## config.mk

```make
export PLATFORM = sky130hd
export DESIGN_NAME = rsv_pool
export DESIGN_NICKNAME = d
export VERILOG_FILES = /design/src/rtl/rsv_pkg.sv /design/src/rtl/rsv_lowest.sv /design/src/rtl/rsv_entry.sv /design/src/rtl/rsv_pool.sv
export SDC_FILE = /design/constraint.sdc
export NUM_CORES = 1
export LEC_CHECK = 0
export CORE_MARGIN = 5
export CORE_UTILIZATION = 27
export DETAILED_ROUTE_END_ITERATION = 7
export HOLD_SLACK_MARGIN = 0.03
export SKIP_LAST_GASP = 1
export SYNTH_ARGS = -nofsm -noshare
export SYNTH_HDL_FRONTEND = slang
export SYNTH_SLANG_ARGS = --single-unit
```

## constraint.sdc

```tcl
create_clock -name clk -period 6 [get_ports clk]
set_input_delay 0.9 -clock clk [delete_from_list [all_inputs] [get_ports clk]]
set_output_delay 0.9 -clock clk [all_outputs]
set_load 0.1 [all_outputs]
```

## src/rtl/rsv_pkg.sv

```systemverilog
// Shared definitions for the reservation pool: opcode encoding.
package rsv_pkg;

    localparam int OP_W = 2;

    typedef enum logic [OP_W-1:0] {
        OP_ADD = 2'd0,
        OP_SUB = 2'd1,
        OP_MUL = 2'd2,
        OP_DIV = 2'd3
    } rsv_op_e;

endpackage

```

## src/rtl/rsv_lowest.sv

```systemverilog
// Lowest-index picker: given a request vector, returns a one-hot grant for
// the lowest set bit, its index, and whether any bit was set.
// Assumes N >= 1; purely combinational.
module rsv_lowest #(
    parameter int N  = 3,
    localparam int IW = (N > 1) ? $clog2(N) : 1
) (
    input  logic [N-1:0]  req,
    output logic [N-1:0]  grant,
    output logic [IW-1:0] idx,
    output logic          any
);

    // Scan upward and stop at the first requester.
    always_comb begin
        grant = '0;
        idx   = '0;
        any   = 1'b0;
        for (int i = 0; i < N; i++) begin
            if (req[i] && !any) begin
                grant[i] = 1'b1;
                idx      = IW'(i);
                any      = 1'b1;
            end
        end
    end

endmodule

```

## src/rtl/rsv_entry.sv

```systemverilog
// One reservation slot: holds an opcode and two operands, each either a
// value or a pending producer tag. It snoops the result bus, reports
// readiness, and frees itself when its own tag is broadcast.
// Assumes the caller only loads it while it is free and only launches it
// while it reports ready.
module rsv_entry #(
    parameter int              DATA_W  = 32,
    parameter int              TAG_W   = 4,
    parameter logic [TAG_W-1:0] ENT_TAG = 4'd1
) (
    input  logic                 clk,
    input  logic                 rst_n,
    input  logic                 load,
    input  rsv_pkg::rsv_op_e     ld_op,
    input  logic [DATA_W-1:0]    ld_vj,
    input  logic [TAG_W-1:0]     ld_qj,
    input  logic [DATA_W-1:0]    ld_vk,
    input  logic [TAG_W-1:0]     ld_qk,
    input  logic                 bus_valid,
    input  logic [TAG_W-1:0]     bus_tag,
    input  logic [DATA_W-1:0]    bus_value,
    input  logic                 launch,
    output logic                 busy,
    output logic                 ready,
    output rsv_pkg::rsv_op_e     op,
    output logic [DATA_W-1:0]    vj,
    output logic [DATA_W-1:0]    vk
);

    logic             in_flight;
    logic [TAG_W-1:0] qj;
    logic [TAG_W-1:0] qk;
    logic             bus_live;
    logic             own_hit;
    logic             ld_hit_j;
    logic             ld_hit_k;
    logic             snoop_j;
    logic             snoop_k;

    // Decode bus matches for loading, snooping and self-release.
    always_comb begin
        bus_live = bus_valid && (bus_tag != '0);
        own_hit  = bus_live && (bus_tag == ENT_TAG);
        ld_hit_j = bus_live && (ld_qj == bus_tag);
        ld_hit_k = bus_live && (ld_qk == bus_tag);
        snoop_j  = bus_live && (qj != '0) && (qj == bus_tag);
        snoop_k  = bus_live && (qk != '0) && (qk == bus_tag);
    end

    // Slot state: load, release, launch and operand capture.
    always_ff @(posedge clk) begin
        if (!rst_n) begin
            busy      <= 1'b0;
            in_flight <= 1'b0;
            op        <= rsv_pkg::OP_ADD;
            vj        <= '0;
            vk        <= '0;
            qj        <= '0;
            qk        <= '0;
        end else if (load) begin
            busy      <= 1'b1;
            in_flight <= 1'b0;
            op        <= ld_op;
            vj        <= ld_hit_j ? bus_value : ld_vj;
            qj        <= ld_hit_j ? '0 : ld_qj;
            vk        <= ld_hit_k ? bus_value : ld_vk;
            qk        <= ld_hit_k ? '0 : ld_qk;
        end else if (busy) begin
            if (own_hit) begin
                busy      <= 1'b0;
                in_flight <= 1'b0;
            end else begin
                if (launch) begin
                    in_flight <= 1'b1;
                end
                if (snoop_j) begin
                    vj <= bus_value;
                    qj <= '0;
                end
                if (snoop_k) begin
                    vk <= bus_value;
                    qk <= '0;
                end
            end
        end
    end

    // Offer the slot when both operands are present and it is not in flight.
    always_comb begin
        ready = busy && !in_flight && (qj == '0) && (qk == '0);
    end

    AST_NO_RELAUNCH: assert property (@(posedge clk) disable iff (!rst_n)
        (busy && in_flight) |-> !launch);

    AST_SNOOP_TAKES_J: assert property (@(posedge clk) disable iff (!rst_n)
        (busy && !load && !own_hit && snoop_j) |=> (qj == '0) && (vj == $past(bus_value)));

    AST_SNOOP_TAKES_K: assert property (@(posedge clk) disable iff (!rst_n)
        (busy && !load && !own_hit && snoop_k) |=> (qk == '0) && (vk == $past(bus_value)));

    AST_OWN_TAG_FREES: assert property (@(posedge clk) disable iff (!rst_n)
        (busy && !load && own_hit) |=> !busy);

endmodule

```

## src/rtl/rsv_pool.sv

```systemverilog
// Reservation pool for one functional unit class. Allocates the lowest free
// slot on issue, reports full, lets slots snoop the result bus, and offers
// the lowest ready slot for dispatch. Slot i owns tag i+1; tag 0 means
// "value valid". Assumes NUM_ENT < 2**TAG_W and that bus tags name producers.
module rsv_pool #(
    parameter int NUM_ENT = 3,
    parameter int DATA_W  = 32,
    parameter int TAG_W   = 4,
    localparam int OP_W   = rsv_pkg::OP_W,
    localparam int IW     = (NUM_ENT > 1) ? $clog2(NUM_ENT) : 1
) (
    input  logic              clk,
    input  logic              rst_n,
    input  logic              iss_valid,
    input  logic [OP_W-1:0]   iss_op,
    input  logic [DATA_W-1:0] iss_vj,
    input  logic [TAG_W-1:0]  iss_qj,
    input  logic [DATA_W-1:0] iss_vk,
    input  logic [TAG_W-1:0]  iss_qk,
    output logic              iss_full,
    output logic [TAG_W-1:0]  iss_tag,
    input  logic              bus_valid,
    input  logic [TAG_W-1:0]  bus_tag,
    input  logic [DATA_W-1:0] bus_value,
    input  logic              disp_ready,
    output logic              disp_valid,
    output logic [TAG_W-1:0]  disp_tag,
    output logic [OP_W-1:0]   disp_op,
    output logic [DATA_W-1:0] disp_a,
    output logic [DATA_W-1:0] disp_b
);

    logic [NUM_ENT-1:0] busy_vec;
    logic [NUM_ENT-1:0] ready_vec;
    logic [NUM_ENT-1:0] free_vec;
    logic [NUM_ENT-1:0] alloc_grant;
    logic [NUM_ENT-1:0] pick_grant;
    logic [NUM_ENT-1:0] load_vec;
    logic [NUM_ENT-1:0] launch_vec;
    logic [IW-1:0]      alloc_idx;
    logic [IW-1:0]      pick_idx;
    logic               free_any;
    logic               pick_any;
    logic               accept;

    rsv_pkg::rsv_op_e   op_arr [NUM_ENT];
    logic [DATA_W-1:0]  vj_arr [NUM_ENT];
    logic [DATA_W-1:0]  vk_arr [NUM_ENT];

    // Free slots are those not occupied.
    always_comb begin
        free_vec = ~busy_vec;
    end

    rsv_lowest #(.N(NUM_ENT)) u_alloc (
        .req   (free_vec),
        .grant (alloc_grant),
        .idx   (alloc_idx),
        .any   (free_any)
    );

    rsv_lowest #(.N(NUM_ENT)) u_pick (
        .req   (ready_vec),
        .grant (pick_grant),
        .idx   (pick_idx),
        .any   (pick_any)
    );

    // Issue side: full flag, next tag and the load strobe per slot.
    always_comb begin
        iss_full = !free_any;
        iss_tag  = free_any ? (TAG_W'(alloc_idx) + TAG_W'(1)) : '0;
        accept   = iss_valid && free_any;
        load_vec = accept ? alloc_grant : '0;
    end

    // Dispatch side: launch strobe for the offered slot.
    always_comb begin
        launch_vec = (pick_any && disp_ready) ? pick_grant : '0;
    end

    for (genvar g = 0; g < NUM_ENT; g++) begin : g_slot
        rsv_entry #(
            .DATA_W  (DATA_W),
            .TAG_W   (TAG_W),
            .ENT_TAG (TAG_W'(g + 1))
        ) u_slot (
            .clk       (clk),
            .rst_n     (rst_n),
            .load      (load_vec[g]),
            .ld_op     (rsv_pkg::rsv_op_e'(iss_op)),
            .ld_vj     (iss_vj),
            .ld_qj     (iss_qj),
            .ld_vk     (iss_vk),
            .ld_qk     (iss_qk),
            .bus_valid (bus_valid),
            .bus_tag   (bus_tag),
            .bus_value (bus_value),
            .launch    (launch_vec[g]),
            .busy      (busy_vec[g]),
            .ready     (ready_vec[g]),
            .op        (op_arr[g]),
            .vj        (vj_arr[g]),
            .vk        (vk_arr[g])
        );
    end

    // Steer the offered slot's contents onto the dispatch port.
    always_comb begin
        disp_valid = pick_any;
        disp_tag   = pick_any ? (TAG_W'(pick_idx) + TAG_W'(1)) : '0;
        disp_op    = '0;
        disp_a     = '0;
        disp_b     = '0;
        for (int i = 0; i < NUM_ENT; i++) begin
            if (pick_grant[i]) begin
                disp_op = OP_W'(op_arr[i]);
                disp_a  = vj_arr[i];
                disp_b  = vk_arr[i];
            end
        end
    end

    AST_LOAD_ONLY_FREE: assert property (@(posedge clk) disable iff (!rst_n)
        (load_vec & busy_vec) == '0);

    AST_ONE_LAUNCH: assert property (@(posedge clk) disable iff (!rst_n)
        $onehot0(launch_vec));

    AST_LAUNCH_IS_READY: assert property (@(posedge clk) disable iff (!rst_n)
        (launch_vec & ~ready_vec) == '0);

    AST_LOAD_MARKS_BUSY: assert property (@(posedge clk) disable iff (!rst_n)
        accept |=> (busy_vec & $past(alloc_grant)) != '0);

endmodule

```

==> key figures, run 1 <==
Global routing
  – GRT overflow: 0
  – Total track usage: 17.4%
  – Global-route wire length before repair: 65100 um
  – Initial antenna violation count: 0
  – Largest net degree at the start of global routing: 72
  – Vias in the first global route: 10700

Final layout
  – Layout cells sized above 1: 8.75%
  – Diodes inserted: 0
  – P&R area growth vs syn: 26.9%
  – Final core occ: 34.9%
  – Cell Count, Final, Fillers Out: 1857
  – Final Net Count: 1419

Floorplanning
  – Row cnt: 74
  – Die Wd: 214 um
  – # IOs: 191
  – Die ar.: 45900 um^2
  – Initial core utilization: 27.5%
  – Core footprint: 41000 um^2
  – Die Ht: 214 um

Routing
  – Iteration-0 DRC Markers: 940
  – Antenna-violating nets left: 0
  – Drt via density: 5.68
  – Vias: 10500
  – Post-Route WL: 42300 um
  – DRC Markers: 0
  – Mean routed wirelength per cell: 22.8 um
  – Drt pass-1 iters: 7

Yosys
  – Mapped cell area: 11300 um^2
  – Synth warn: 0
  – Post-synth EDFFs: 0
  – Largest area contributor in the netlist: dfxtp_1
  – Sequential element share of the synthesized area: 40.5%
  – Synth Instances: 1218
  – Area contributors post-synth: dfxtp_1 (41%), mux2i_1 (17%), o22ai_1 (7.2%)
  – Synth unique cells: 41
  – Synthesized flop and latch total: 228
  – Top cell type's share of synthesized area: 40.5%
  – Avg Cell Area, Syn: 9.25 um^2
  – Primary FF master, synth: dfxtp_1
  – Synth async-reset ratio: 0%

Clock network
  – Reg clk slew, reported paths: 0.06 ns
  – Hold buffers post-CTS: 0
  – Buffer levels on the longest clock path: 3
  – Post-CTS Setup Bufs: 0
  – Clk sink count: 228
  – Clock Latency Late Sink: 0.55 ns
  – Root buffer cell: clkbuf_16
  – CTS buffer count: 28
  – Post-CTS Resized: 0
  – H-tree Lvls: 1
  – TritonCTS clock tree: built

Timing
  – Final worst path period share: 81.9%
  – Achievable Freq: 204 MHz
  – Slew Limit Headroom: 30.3%
  – Min cycle time layout: 4.91 ns
  – Final Max Tran Viols: 0
  – Final Hold Fails: 0
  – Worst Tran Pin Value: 1.04 ns
  – RSZ-0062 raised after global routing: no
  – Worst setup margin: 1.09 ns
  – Final setup violation count: 0
  – Layout Skew: 0.0109 ns
  – Fin Setup TNS: 0 ns

Placement
  – Post-DP HPWL: 25700 um
  – Buffers added on ports: 186
  – Routability Congestion: 0.805
  – Placed insts: 1806
  – Place WS: 1.62 ns

Run
  – Total of max-cap violations: 0

Setup path
  – Kind of critical path: reg -> out
  – Kind of start point of the critical path: flop
  – CP Capture Type: primary output
  – Worst path required time: 5.10 ns
  – Arrival @ worst endpoint: 4.01 ns
  – Worst Path Max Fanout: 38

Pwr
  – Maximum vdd drop: 0.000231 V
  – Power per Cell Area: 272 nW/um^2
  – P_leak: 6.83 nW

Status
  – Status: complete, no violations

Min path
  – Worst Hold Class: reg -> reg
## cells in the mapped netlist (all sizes together) (10+ instances only)
cell type / count
and3: 68
a21boi: 32
a22oi: 48
mux2i: 192
buf: 52
xnor2: 13
nand2: 117
o22ai: 130
clkbuf: 100
xor2: 20
a222oi: 18
nor3: 10
dfxtp: 228
a221o: 64
nand3: 55
inv: 19
## area by class of cell
cell class / count / area [um^2]
clock inverter: 6 / 60.1
fill: 4149 / 26700
inverter: 19 / 71.3
sequential: 228 / 4560
timing repair buffer: 205 / 1940
tap: 532 / 666
multi-input combinational: 822 / 6130
clock buffer: 45 / 866
## final timing paths
| check | startpoint | end | slack, ns | depth (start not counted) |
|---|---|---|---|---|
| setup / recovery | g_slot[0].u_slot.busy$_SDFF_PN0_ | disp_a[6] | 1.09 | 6 |
| hold / removal | g_slot[1].u_slot.op[1]$_SDFFE_PN0P_ | g_slot[1].u_slot.op[1]$_SDFFE_PN0P_ | 0.46 | 2 |
| setup reg to reg | g_slot[0].u_slot.busy$_SDFF_PN0_ | g_slot[2].u_slot.vk[19]$_SDFFE_PN0P_ | 3.09 | 5 |
| hold reg to reg | g_slot[1].u_slot.op[1]$_SDFFE_PN0P_ | g_slot[1].u_slot.op[1]$_SDFFE_PN0P_ | 0.46 | 2 |
## where the power goes
part           internal, mW  total (mW)  switching, mW
registers              1.58        1.62         0.0386
logic                 0.198       0.572          0.375
clock network          1.02        1.70          0.673
total                  2.80        3.88           1.09
## critical path, stage by stage (launching register included)
cell	delay [ns]
dfxtp_1	0.52
nor4b_1	0.28
and3_4	0.61
buf_4	0.57
a222oi_1	0.25
inv_1	0.09
clkdlybuf4s50_1	1.14
## state kept, by name, summed over array words and instances, names as in the netlist
name,flops
g_slot.u_slot.op,6
g_slot.u_slot.vk,96
g_slot.u_slot.busy,3
g_slot.u_slot.in_flight,3
g_slot.u_slot.qk,12
g_slot.u_slot.qj,12
g_slot.u_slot.vj,96
## metal layers
metal | up-vias | part of all wire (%) | track usage (%)
li1 | 4764 | - | -
met1 | 5264 | 44 | 23.4
met2 | 457 | 47 | 29.4
met3 | 62 | 6.8 | 2.87
met4 | 0 | 1.7 | 4.08
met5 | - | 0 | 0
## metrics by stage
step	hold WS (ns)	cell area (um^2)	power, mW
2_1_floorplan	0.443	11300	2.00
3_3_place_gp	0.456	13400	2.21
3_5_place_dp	0.459	13400	2.22
4_1_cts	0.467	14300	3.93
5_1_grt	0.499	14300	4.03
6_report	0.464	14300	3.88
## cell families after synthesis
group / Yosys count / synth area share (%)
other: 1 / 0.0333
buffers and inverters: 171 / 6.43
AOI/OAI and AO/OA: 309 / 20.8
muxes: 192 / 17.1
DFF: 228 / 40.5
and+or+nand+nor: 284 / 12.6
xor gates and xnor gates: 33 / 2.57
## cells in the final DEF (no fill, tap or decap), drive strengths merged, types with 32 or more instances in the layout
| cell type | n |
|---|---|
| a21boi | 32 |
| a221o | 64 |
| a22oi | 48 |
| and3 | 68 |
| buf | 55 |
| clkbuf | 45 |
| clkdlybuf4s50 | 150 |
| dfxtp | 228 |
| mux2i | 192 |
| nand2 | 117 |
| nand3 | 55 |
| o22ai | 130 |
No activity file was read; power rests on OpenSTA's default activity.
==> inputs of run 2 (changes only) <==
==> constraint.sdc (replaced) <==
create_clock -name clk -period 4.3 [get_ports clk]
set_input_delay 0.645 -clock clk [delete_from_list [all_inputs] [get_ports clk]]
set_output_delay 0.645 -clock clk [all_outputs]
set_load 0.1 [all_outputs]
==> key figures, run 2 (synthesis gave the netlist of run 1 again) <==
Setup path
  – Worst Path Max Fanout: 20
  – Arrival @ worst endpoint: 3.29 ns
  – R2R Path Start: g_slot[1].u_slot.busy$_SDFF_PN0_
  – CP cell instances: or4b_1 > nor4_4 > nor2b_4 > buf_12 > a22oi_1 > nand2_1 > buf_12
  – Kind of start point of the critical path: flop
  – Worst reg2reg setup slack: 1.87 ns
  – Slowest Stage Delay on Critical Path: 0.66 ns
  – CP Capture Type: primary output
  – Kind of critical path: reg -> out
  – Worst path required time: 3.65 ns
  – CP max-delay cell: nor2b_4
  – Crit-path most repeated cell: buf_12
  – Worst reg2reg path depth: 5
  – Worst reg2reg path endpoint: g_slot[1].u_slot.in_flight$_SDFFE_PP0P_

Timing
  – Final setup violation count: 0
  – Final worst path period share: 91.5%
  – Fin Setup TNS: 0 ns
  – Achievable Freq: 254 MHz
  – Final Hold Fails: 0
  – RSZ-0062 raised after global routing: no
  – Min cycle time layout: 3.94 ns
  – Final Max Tran Viols: 0
  – Worst Tran Pin Value: 1.02 ns
  – Slew Limit Headroom: 32.3%
  – Layout Skew: 0.0152 ns

Clock network
  – Hold buffers post-CTS: 0
  – Clk sink count: 228
  – Post-CTS Resized: 0
  – Post-CTS Setup Bufs: 0
  – Reg clk slew, reported paths: 0.06 ns
  – Root buffer cell: clkbuf_16
  – H-tree Lvls: 1
  – Buffer levels on the longest clock path: 3
  – CTS buffer count: 27
  – Clock Latency Late Sink: 0.54 ns
  – TritonCTS clock tree: built

Global routing
  – GRT overflow: 0
  – Global-route wire length before repair: 65300 um
  – Total track usage: 17.6%
  – Initial antenna violation count: 0
  – Largest net degree at the start of global routing: 66
  – Vias in the first global route: 10800

Run
  – Total of max-cap violations: 0

Routing
  – Iteration-0 DRC Markers: 954
  – Mean routed wirelength per cell: 23.1 um
  – Vias: 10500
  – Antenna-violating nets left: 0
  – DRC Markers: 0
  – Drt pass-1 iters: 6
  – Post-Route WL: 43100 um
  – Drt via density: 5.64

Floorplanning
  – Die Ht: 214 um
  – Core footprint: 41000 um^2
  – Initial core utilization: 27.5%
  – Die ar.: 45900 um^2
  – # IOs: 191
  – Row cnt: 74
  – Die Wd: 214 um

Final layout
  – Cell Count, Final, Fillers Out: 1866
  – Post-route cell area: 15000 um^2
  – Most common cell after layout, fill and taps aside: dfxtp_1
  – Final Net Count: 1430
  – P&R area growth vs syn: 32.9%
  – Commonest non-fill, non-tap cells in the layout: dfxtp_1 (228), mux2i_1 (192), o22ai_1 (128)
  – Largest regs: g_slot.u_slot.vj: 96 flops, g_slot.u_slot.vk: 96 flops
  – Layout fillers: 4065
  – Diodes inserted: 0
  – Layout cells sized above 1: 12.1%
  – Final core occ: 36.5%

Pwr
  – Power per Cell Area: 367 nW/um^2
  – Maximum vdd drop: 0.000208 V
  – Pwr Total: 5.50 mW
  – P_leak: 7.11 nW

Placement
  – Buffers added on ports: 186
  – Placed insts: 1818
  – Post-DP HPWL: 26200 um
  – Routability Congestion: 0.870
  – Area after DPL: 14000 um^2

Min path
  – Hold_sp: g_slot[0].u_slot.op[1]$_SDFFE_PN0P_
  – Hold endpoint: g_slot[0].u_slot.op[1]$_SDFFE_PN0P_
  – Worst Hold Path Cells: 2
  – Worst Hold Class: reg -> reg

Status
  – Status: complete, no violations
==> run 2: changes by cell type in the layout (fill, tap and decap cells not counted), sizes merged <==
cell	change
buf	+45
clkdlybuf4s50	-33
clkbuf	-6
bufinv	+2
clkinv	+1
clkinvlp	-1
inv	+1
==> run 2: worst max path at each step <==
stage	cells past startpoint	startpoint	endpoint	slack (ns)
floorplan	7	g_slot[1].u_slot.busy$_SDFF_PN0_	disp_a[25]	0.67
global placement	7	bus_tag[0]	g_slot[1].u_slot.vk[7]$_SDFFE_PN0P_	0.83
detailed placement	7	bus_tag[0]	g_slot[1].u_slot.vk[3]$_SDFFE_PN0P_	0.77
CTS	7	g_slot[1].u_slot.busy$_SDFF_PN0_	disp_b[24]	0.34
global route	7	g_slot[1].u_slot.busy$_SDFF_PN0_	disp_b[24]	0.16
finish	7	g_slot[1].u_slot.busy$_SDFF_PN0_	disp_b[24]	0.36
==> run 2: through the flow <==
step | setup slack [ns] | hold slack, ns
after global routing | 0.164 | 0.498
after global placement | 0.827 | 0.451
final | 0.365 | 0.470
after detailed placement | 0.774 | 0.464
after floorplan | 0.666 | 0.443
after CTS | 0.345 | 0.472
==> run 2: critical path, delay by kind of cell, from the launching register on <==
family,cells,cell delay [ns]
compound gates,1,0.09
flops,1,0.45
buf+inv,2,0.47
simple gates,4,1.73
==> run 2: power breakdown <==
part / internal (mW) / total (mW) / leakage (nW) / switching, mW
Clock: 1.46 / 2.39 / 0.458 / 0.928
Combinational: 0.312 / 0.849 / 4.80 / 0.536
Sequential: 2.20 / 2.26 / 1.86 / 0.0556
==> run 2: routing by layer <==
| layer | wire [um] | up-vias | global-route usage, % |
|---|---|---|---|
| met2 | 20000 | 464 | 29.0 |
| li1 | - | 4792 | - |
| met1 | 19000 | 5206 | 23.6 |
| met3 | 2990 | 68 | 3.42 |
| met5 | 0 | - | 0 |
| met4 | 1090 | 0 | 5.13 |
==> run 2: cell type report <==
| type | instances | area (um^2) | area share (%) |
|---|---|---|---|
| inverters | 19 | 71.3 | 0.477 |
| multi-input cells | 822 | 6130 | 40.9 |
| clock inverters | 9 | 126 | 0.844 |
| flip-flops and latches | 228 | 4560 | 30.5 |
| clock buffers | 39 | 801 | 5.35 |
| repair buffers | 217 | 2610 | 17.4 |
| well taps | 532 | 666 | 4.45 |
